## src/rtl/pfs_pkg.sv

```systemverilog
package pfs_pkg;

    typedef enum logic [2:0] {
        CAUSE_NONE      = 3'd0,
        CAUSE_NOLOAD    = 3'd1,
        CAUSE_OVERLOAD  = 3'd2,
        CAUSE_SHORT     = 3'd3,
        CAUSE_SUPPLY_OV = 3'd4,
        CAUSE_OVERTEMP  = 3'd5
    } cause_e;

    typedef enum logic [1:0] {
        PS_OFF  = 2'd0,
        PS_ON   = 2'd1,
        PS_WAIT = 2'd2,
        PS_HOLD = 2'd3
    } pstate_e;

    localparam int NUM_TIMERS = 4;
    localparam int TMR_SHORT  = 0;
    localparam int TMR_OVL    = 1;
    localparam int TMR_NOLOAD = 2;
    localparam int TMR_REC    = 3;

endpackage

```

## src/rtl/pfs_tick_gen.sv

```systemverilog
module pfs_tick_gen #(
    parameter int DIV = 50000
) (
    input  logic clk,
    input  logic rst_n,
    output logic tick
);
    localparam int CW = (DIV > 1) ? $clog2(DIV) : 1;
    localparam logic [CW-1:0] LAST = CW'(DIV - 1);

    logic [CW-1:0] cnt_d, cnt_q;

    always_comb begin
        cnt_d = (cnt_q == LAST) ? '0 : cnt_q + 1'b1;
    end

    always_ff @(posedge clk or negedge rst_n) begin
        if (!rst_n) cnt_q <= '0;
        else        cnt_q <= cnt_d;
    end

    assign tick = (cnt_q == LAST);

    generate
        if (DIV > 1) begin : g_spacing
            // ticks never come back to back when the divider exceeds one
            assert_tick_single_R3: assert property (@(posedge clk) disable iff (!rst_n)
                tick |=> !tick);
        end
    endgenerate

endmodule

```

## src/rtl/pfs_dwell_timer.sv

```systemverilog
module pfs_dwell_timer #(
    parameter int TW = 12
) (
    input  logic          clk,
    input  logic          rst_n,
    input  logic          tick,
    input  logic          cond,
    input  logic [TW-1:0] limit,
    output logic          expire
);
    localparam logic [TW-1:0] CMAX = '1;

    logic [TW-1:0] cnt_d, cnt_q;

    always_comb begin
        if (!cond)
            cnt_d = '0;
        else if (tick && (cnt_q != CMAX))
            cnt_d = cnt_q + 1'b1;
        else
            cnt_d = cnt_q;
    end

    always_ff @(posedge clk or negedge rst_n) begin
        if (!rst_n) cnt_q <= '0;
        else        cnt_q <= cnt_d;
    end

    // expiry: condition still present on a tick after more than limit ticks
    assign expire = cond && tick && (cnt_q >= limit);

    assert_gap_clears_R6: assert property (@(posedge clk) disable iff (!rst_n)
        !cond |=> (cnt_q == '0));

    assert_count_on_tick_R3: assert property (@(posedge clk) disable iff (!rst_n)
        (cond && !tick) |=> $stable(cnt_q));

endmodule

```

## src/rtl/port_fault_supervisor.sv

```systemverilog
module port_fault_supervisor
    import pfs_pkg::*;
#(
    parameter int CUR_W    = 10,
    parameter int TIM_W    = 12,
    parameter int TICK_DIV = 50000
) (
    input  logic             clk,
    input  logic             rst_n,
    input  logic             power_req,
    input  logic             mode_at,
    input  logic [CUR_W-1:0] cur_code,
    input  logic [CUR_W-1:0] imin_code,
    input  logic [CUR_W-1:0] icut_af_code,
    input  logic [CUR_W-1:0] icut_at_code,
    input  logic [CUR_W-1:0] ilim_code,
    input  logic [TIM_W-1:0] tlim_ticks,
    input  logic [TIM_W-1:0] tcut_ticks,
    input  logic [TIM_W-1:0] tmin_ticks,
    input  logic [TIM_W-1:0] ovl_rec_ticks,
    input  logic [TIM_W-1:0] nl_rec_ticks,
    input  logic             overtemp,
    input  logic             supply_ov,
    output logic             port_en,
    output logic [2:0]       fault_cause,
    output logic             recover_req
);
    typedef struct packed {
        pstate_e state;
        cause_e  cause;
        logic    recover;
    } regs_t;

    regs_t r_d, r_q;

    logic                  tick;
    logic [NUM_TIMERS-1:0] cond;
    logic [NUM_TIMERS-1:0] expire;
    logic [TIM_W-1:0]      limit [NUM_TIMERS];
    logic [CUR_W-1:0]      icut_sel;
    logic                  hot;
    cause_e                hot_cause;
    logic                  is_on;

    pfs_tick_gen #(.DIV(TICK_DIV)) u_tick (
        .clk   (clk),
        .rst_n (rst_n),
        .tick  (tick)
    );

    assign icut_sel  = mode_at ? icut_at_code : icut_af_code;
    assign is_on     = (r_q.state == PS_ON);
    assign hot       = overtemp || supply_ov;
    assign hot_cause = overtemp ? CAUSE_OVERTEMP : CAUSE_SUPPLY_OV;

    always_comb begin
        cond[TMR_SHORT]   = is_on && (cur_code >= ilim_code);
        cond[TMR_OVL]     = is_on && (cur_code >  icut_sel);
        cond[TMR_NOLOAD]  = is_on && (cur_code <  imin_code);
        cond[TMR_REC]     = (r_q.state == PS_WAIT);
        limit[TMR_SHORT]  = tlim_ticks;
        limit[TMR_OVL]    = tcut_ticks;
        limit[TMR_NOLOAD] = tmin_ticks;
        limit[TMR_REC]    = (r_q.cause == CAUSE_OVERLOAD) ? ovl_rec_ticks : nl_rec_ticks;
    end

    generate
        for (genvar g = 0; g < NUM_TIMERS; g++) begin : g_tmr
            pfs_dwell_timer #(.TW(TIM_W)) u_tmr (
                .clk    (clk),
                .rst_n  (rst_n),
                .tick   (tick),
                .cond   (cond[g]),
                .limit  (limit[g]),
                .expire (expire[g])
            );
        end
    endgenerate

    always_comb begin
        r_d         = r_q;
        r_d.recover = 1'b0;
        unique case (r_q.state)
            PS_OFF: begin
                if (power_req) begin
                    if (hot) begin
                        r_d.cause = hot_cause;
                    end else begin
                        r_d.state = PS_ON;
                        r_d.cause = CAUSE_NONE;
                    end
                end
            end
            PS_ON: begin
                if (hot) begin
                    r_d.state = PS_OFF;
                    r_d.cause = hot_cause;
                end else if (expire[TMR_SHORT]) begin
                    r_d.state = PS_HOLD;
                    r_d.cause = CAUSE_SHORT;
                end else if (expire[TMR_OVL]) begin
                    r_d.state = PS_WAIT;
                    r_d.cause = CAUSE_OVERLOAD;
                end else if (expire[TMR_NOLOAD]) begin
                    r_d.state = PS_WAIT;
                    r_d.cause = CAUSE_NOLOAD;
                end else if (!power_req) begin
                    r_d.state = PS_OFF;
                end
            end
            PS_WAIT: begin
                if (hot) begin
                    r_d.state = PS_OFF;
                    r_d.cause = hot_cause;
                end else if (expire[TMR_REC]) begin
                    r_d.state   = PS_OFF;
                    r_d.recover = 1'b1;
                end
            end
            PS_HOLD: begin
                if (!power_req) r_d.state = PS_OFF;
            end
            default: r_d.state = PS_OFF;
        endcase
    end

    always_ff @(posedge clk or negedge rst_n) begin
        if (!rst_n) r_q <= '{state: PS_OFF, cause: CAUSE_NONE, recover: 1'b0};
        else        r_q <= r_d;
    end

    assign port_en     = (r_q.state == PS_ON);
    assign fault_cause = r_q.cause;
    assign recover_req = r_q.recover;

    assert_on_clean_R2: assert property (@(posedge clk) disable iff (!rst_n)
        $rose(port_en) |-> (fault_cause == CAUSE_NONE));

    assert_short_latch_R3: assert property (@(posedge clk) disable iff (!rst_n)
        (is_on && !hot && expire[TMR_SHORT]) |=> (!port_en && fault_cause == CAUSE_SHORT));

    assert_hold_until_release_R3: assert property (@(posedge clk) disable iff (!rst_n)
        (r_q.state == PS_HOLD && power_req) |=> !port_en);

    assert_refuse_when_hot_R7: assert property (@(posedge clk) disable iff (!rst_n)
        hot |=> !port_en);

    assert_thermal_wins_R8: assert property (@(posedge clk) disable iff (!rst_n)
        (overtemp && is_on) |=> (fault_cause == CAUSE_OVERTEMP));

    assert_recover_single_R9: assert property (@(posedge clk) disable iff (!rst_n)
        recover_req |=> !recover_req);

    assert_recover_from_wait_R9: assert property (@(posedge clk) disable iff (!rst_n)
        recover_req |-> ($past(r_q.state) == PS_WAIT));

endmodule

```

## config.mk

```make
export PLATFORM = sky130hd
export DESIGN_NAME = port_fault_supervisor
export DESIGN_NICKNAME = d
export VERILOG_FILES = /design/src/rtl/pfs_pkg.sv /design/src/rtl/pfs_tick_gen.sv /design/src/rtl/pfs_dwell_timer.sv /design/src/rtl/port_fault_supervisor.sv
export SDC_FILE = /design/constraint.sdc
export NUM_CORES = 1
export LEC_CHECK = 0
export CAP_MARGIN = 20
export CORE_MARGIN = 2
export CORE_UTILIZATION = 57
export DETAILED_ROUTE_END_ITERATION = 8
export PLACE_DENSITY_LB_ADDON = 0.25
export SETUP_SLACK_MARGIN = 0.2
export SLEW_MARGIN = 20
export SYNTH_ARGS = -nofsm -noshare
export SYNTH_HDL_FRONTEND = slang
export SYNTH_SLANG_ARGS = --single-unit
export TNS_END_PERCENT = 1
```

## constraint.sdc

```tcl
create_clock -name clk -period 5.1 [get_ports clk]
set_input_delay 1.02 -clock clk [delete_from_list [all_inputs] [get_ports clk]]
set_output_delay 1.02 -clock clk [all_outputs]
set_load 0.05 [all_outputs]
```

# After elaboration in Yosys (flattened, before gate mapping)
# Cells that the tools add are included.
[word_totals]
regBits = 70
latch_bits = 0
ram_bits = 0
romBits = 0
inputBits = 116
output_inout_bits = 5
wordCells = 87
memories = 0
[classes]
n_addsub = 5
mul = 0
div_mod_pow = 0
n_lt_le_gt_ge = 7
n_eq_ne = 18
n_shift = 0
n_mux = 29
n_bitwise = 0
n_reduce_logical = 20
[ops]
columns = ["operator", "count"]
rows = [
  ["12-bit 2-to-1 mux", 9],
  ["12-bit by 1-bit adder with 12-bit output, second input constant", 4],
  ["12-bit greater-or-equal comparator", 4],
  ["12-bit inequality test, second input constant", 4],
  ["5-bit 2-to-1 mux", 4],
  ["16-bit by 1-bit adder with 16-bit output, second input constant", 1],
  ["16-bit equality test, second input constant", 1],
  ["16-bit 2-to-1 mux", 1],
  ["1-bit logical AND", 15],
  ["2-bit inequality test, second input constant", 7],
  ["10-bit greater-or-equal comparator", 1],
  ["10-bit greater-than comparator", 1],
  ["10-bit less-than comparator", 1],
  ["10-bit 2-to-1 mux", 1],
  ["2-bit 2-to-1 mux", 5],
  ["3-bit 2-to-1 mux", 3],
  ["3-bit case mux with 3 select lines", 1],
  ["2-bit case mux with 4 select lines", 1],
  ["5-bit by 2-bit inequality test with 1-bit output, second input constant", 1],
  ["2-bit equality test, second input constant", 2],
  ["1-bit 2-to-1 mux", 4],
  ["4-bit AND reduction", 1],
  ["3-bit by 2-bit equality test with 1-bit output, second input constant", 1],
  ["3-bit inequality test, second input constant", 1],
  ["5 further kinds", 5],
]

# Logic depth before layout (Yosys ltp)
[logic_depth]
ltp_word = 9
depth_mapped = 12
depth_no_buf = 11

# Cells and area by module
# A second synthesis with hierarchy kept.
[unflattened]
cells_unflattened = 682
area_unflattened_um2 = 6019.5
[modules_own_cells]
columns = ["mod", "instances", "cells_per_inst", "area_each_um2", "seq_area_each_um2"]
rows = [
  ["pfs_dwell_timer (g_tmr[0].u_tmr ...)", 3, 111, 964.7, 300.3],
  ["port_fault_supervisor", 1, 168, 1413.9, 150.1],
  ["pfs_dwell_timer (g_tmr[3].u_tmr)", 1, 114, 949.7, 300.3],
  ["pfs_tick_gen", 1, 67, 762.0, 400.4],
]

# Worst setup path before layout
# OpenSTA, ideal clock, no wires.
[synth_timing]
kind = "input to register"
from = "in mode_at"
to = "reg r_q[5] in the netlist's numbering"
setup_ns = 0.120
arrival_ns = 3.227
required_time_ns = 4.980
slack_ns = 1.754
stages = 10
n_path_buf = 1
cell_sequence = "clkbuf_1 -> mux2i_1 -> ha_1 -> a211o_1 -> o211ai_1 -> a21oi_1 -> o221ai_1 -> a2bb2oi_2 -> nand2_1 -> a31o_1"
[synth_via]
elab_chain_len = 9
[synth_rtl]
columns = ["element", "line", "source"]
rows = [
  ["start, declared", "port_fault_supervisor.sv:11", "input logic mode_at,"],
  ["10-bit 2-to-1 mux", "port_fault_supervisor.sv:51", "assign icut_sel = mode_at ? icut_at_code : icut_af_code;"],
  ["10-bit greater-than comparator", "port_fault_supervisor.sv:58", "cond[TMR_OVL] = is_on && (cur_code > icut_sel);"],
  ["1-bit logical AND", "port_fault_supervisor.sv:58", ""],
  ["1-bit logical AND (2 in a row)", "pfs_dwell_timer.sv:30", "assign expire = cond && tick && (cnt_q >= limit);"],
  ["5-bit 2-to-1 mux", "port_fault_supervisor.sv:101", "end else if (expire[TMR_OVL]) begin"],
  ["5-bit 2-to-1 mux", "port_fault_supervisor.sv:98", "end else if (expire[TMR_SHORT]) begin"],
  ["5-bit 2-to-1 mux", "port_fault_supervisor.sv:95", "if (hot) begin"],
  ["2-bit case mux with 4 select lines", "port_fault_supervisor.sv:83", "unique case (r_q.state)"],
  ["end signal, assigned", "port_fault_supervisor.sv:128", "if (!rst_n) r_q <= '{state: PS_OFF, cause: CAUSE_NONE, recover: 1'b0};"],
  ["end signal, assigned", "port_fault_supervisor.sv:129", "else r_q <= r_d;"],
  ["end, declared", "port_fault_supervisor.sv:34", "regs_t r_d, r_q;"],
]
# Every way passes these cells.
# A chain may end at the register's enable or synchronous reset.

# Worst setup path in the final report
# Ends and elaborated chain as after synthesis.

==> results.md <==
* DRT Wirelength at 13,800 um
* Die extent in y at 104 um
* Num CTS Buffers at 9
* Origin of the worst setup path: mode_at
* GP Congestion at 0.943
* Reg2Reg Depth at 11
* Worst EP required at 5320 ps
* Internal at 0.950 mW
* Post-Syn Area at 5720 um2
* Hold path cells at 1
* Final std cells w/o fill at 887
* Via count at 5,021
* Starting Density at 58.6%
* Site row count at 36
* Async S/R FF share, synth at 100%
* Combinational Power Share at 29.8%
* Fill count at 725
* First-pass detailed-route iteration total at 4
* Final cycle utilization of the critical path at 69.2%
* Final Slew Violations at 0
* Worst setup EP type: flop
* Synth cell types at 61
* Share of layout cells above drive strength 1 at 4.91%
* Pwr dens at 193 nW/um2
* Port Buf Inserts at 120
* Hold/Removal Path Class: flop to flop
* CP arrival at 3750 ps
* Min Clock Period, post-route at 3530 ps
* Largest net degree at the start of global routing at 39
* EDFF count, synth at 0
* Placed instance area at 7040 um2
* Root Buffer: clkbuf_8
* Area grow syn2layout at 25.8%
* H-tree depth at 3
* Fmax achieved at 284 MHz
* Setup violators final at 0
* Vias in the first global route at 5,046
* Die X at 104 um
* Syn_nets at 833
* Psw at 0.437 mW
* FF+latch count, synth at 70
* Avg Inst Size Synth at 9.07 um2
* Final Hold Viols at 0
* Drt first-iter violations at 241
* Status: finished, final reports clean
* Register clock-pin slew on the reported worst setup and hold paths at 70 ps
* DP Wirelength at 11,000 um
* R2r endpoint: r_q[4]
* CTS tree: yes
* Worst skew pair latency at 340 ps
* Util after Layout at 73.7%
* Relative slew slack at 43.6%
* Setup Skew at 10.3 ps
* Worst Hold Path EP: u_tick.cnt_q[0]
* Initial antenna violation count at 0
* Top FF cell, synth: dfrtp_1
* Vias per cell at 5.66
* Wirelength per Cell at 15.5 um
* Clock buffer depth at 2
* RSZ-0062 raised after global routing: no
* Register-to-register setup slack at 1900 ps
* Clock power frac at 28.1%
* Die Area at 10,900 um2
* # IOs at 121
* Lkg Pwr at 3.40 nW
* Critical Path Source Type: input port
* # clock sinks at 70
* Core area at 9770 um2
* N_diodes at 0
* TNS Setup at 0 ps
* Synth warn at 0
* Sw frac at 31.5%
* Worst Min Path Start: u_tick.cnt_q[0]
* # placed instances at 874
* Total global routing overflow at 0
* Routed Antenna Nets at 0
* Postcts setup bufs at 0
* WS Path Type: input port to flop
* Fin nets at 954
* Post-Synthesis Cells at 631
* First-pass GRT wire length at 23,500 um
* Overall Global Routing Usage at 26.2%
* DRC at 0
* Fin area at 7200 um2
* Peak supply drop at 0.243 mV
* Max cap viols at 0
* Worst Path Max Fanout at 15
* Post-synthesis sequential area ratio at 30.6%
* Post-CTS Resized at 0
* Critical R2R Launch: fault_cause[1]
* Flop pwr share at 42.1%
* Worst-margin pin slew at 845 ps
* CTS Hold Bufs at 0
critical path: stages:
cell             delay (ps)
clkdlybuf4s50_1         810
mux2i_1                 250
ha_1                    260
a211o_1                 290
o211ai_1                 90
a21oi_1                  90
o221ai_1                190
buf_4                   240
a2bb2oi_2               220
nand2_1                  90
a31o_1                  220
state kept, by name, indices dropped and copies added (netlist names):
signal and cells:
fault_cause 3, g_tmr.u_tmr.cnt_q 48, recover_req 1, u_tick.cnt_q 16, r_q 2
stage by stage:
stage	hold slack [ps]	setup slack, ps	total power [mW]
finish	454	1570	1.39
global route	465	1400	1.45
CTS	454	1590	1.40
detailed placement	445	1230	1.00
global placement	440	1300	0.988
floorplan	425	1750	0.830
final cells by class:
type	count	area, um2	area share [%]
clock buffer	11	151	2.10
clock inverter	2	10.0	0.139
multi-input combinational	480	3640	50.6
timing repair buffer	123	1220	16.9
inverter	68	258	3.58
sequential	70	1750	24.3
tap	133	166	2.31
worst max path at each step:
stage / endpoint / slack (ps)
after floorplan: r_q[5] / 1750
after global placement: r_q[5] / 1300
after detailed placement: r_q[5] / 1230
after CTS: r_q[5] / 1590
after global routing: r_q[5] / 1400
final: r_q[5] / 1570
cell usage after synthesis, drive strengths merged, types with 6 or more instances:
cell type  number  area (um2)
ha             86        1080
dfrtp          70        1750
inv            68         258
nor2           56         234
nand2          39         146
a21oi          34         178
o21ai          32         160
mux2i          26         260
nand3          26         130
xor2           26         228
nand4          23         174
xnor2          18         158
or3            14        87.6
and3           12        75.1
a21o           10        75.1
and2           10        62.6
a211oi          9        77.6
clkbuf          7        26.3
nand2b          7        43.8
buf             6        48.8
nor3            6        35.0
layer usage:
layer / track usage (%) / part of all wire, %
met2: 45.5 / 49
met5: 0 / 0
met1: 33.3 / 43
met3: 4.14 / 5.4
met4: 8.88 / 2.2
power groups by stage:
stage               clock network, mW  registers [mW]  logic (mW)
finish                          0.389           0.584       0.414
global route                    0.416           0.586       0.453
CTS                             0.398           0.584       0.414
detailed placement                  0           0.594       0.410
global placement                    0           0.593       0.395
floorplan                           0           0.587       0.243
placed cells by master (no fill, tap or decap), drive strengths merged, types with 12 or more instances in the layout:
master and count:
and3 12, nand3 26, inv 68, or3 14
mux2i 26, dfrtp 70, ha 86, nor2 56
nand2 39, a21oi 34, xor2 26, o21ai 32
nand4 23, clkdlybuf4s50 119, xnor2 18
kinds of logic after synthesis:
kind of cell               after synthesis  synth area share [%]
and+or+nand+nor                        205                  19.0
AOI/OAI and AO/OA                      117                  14.1
buffers and inverters                   81                  5.82
xor gates and xnor gates                44                  6.73
DFF                                     70                  30.6
adders and majority gates               86                  18.8
muxes                                   28                  4.94
(Power assumes the default switching activity.)
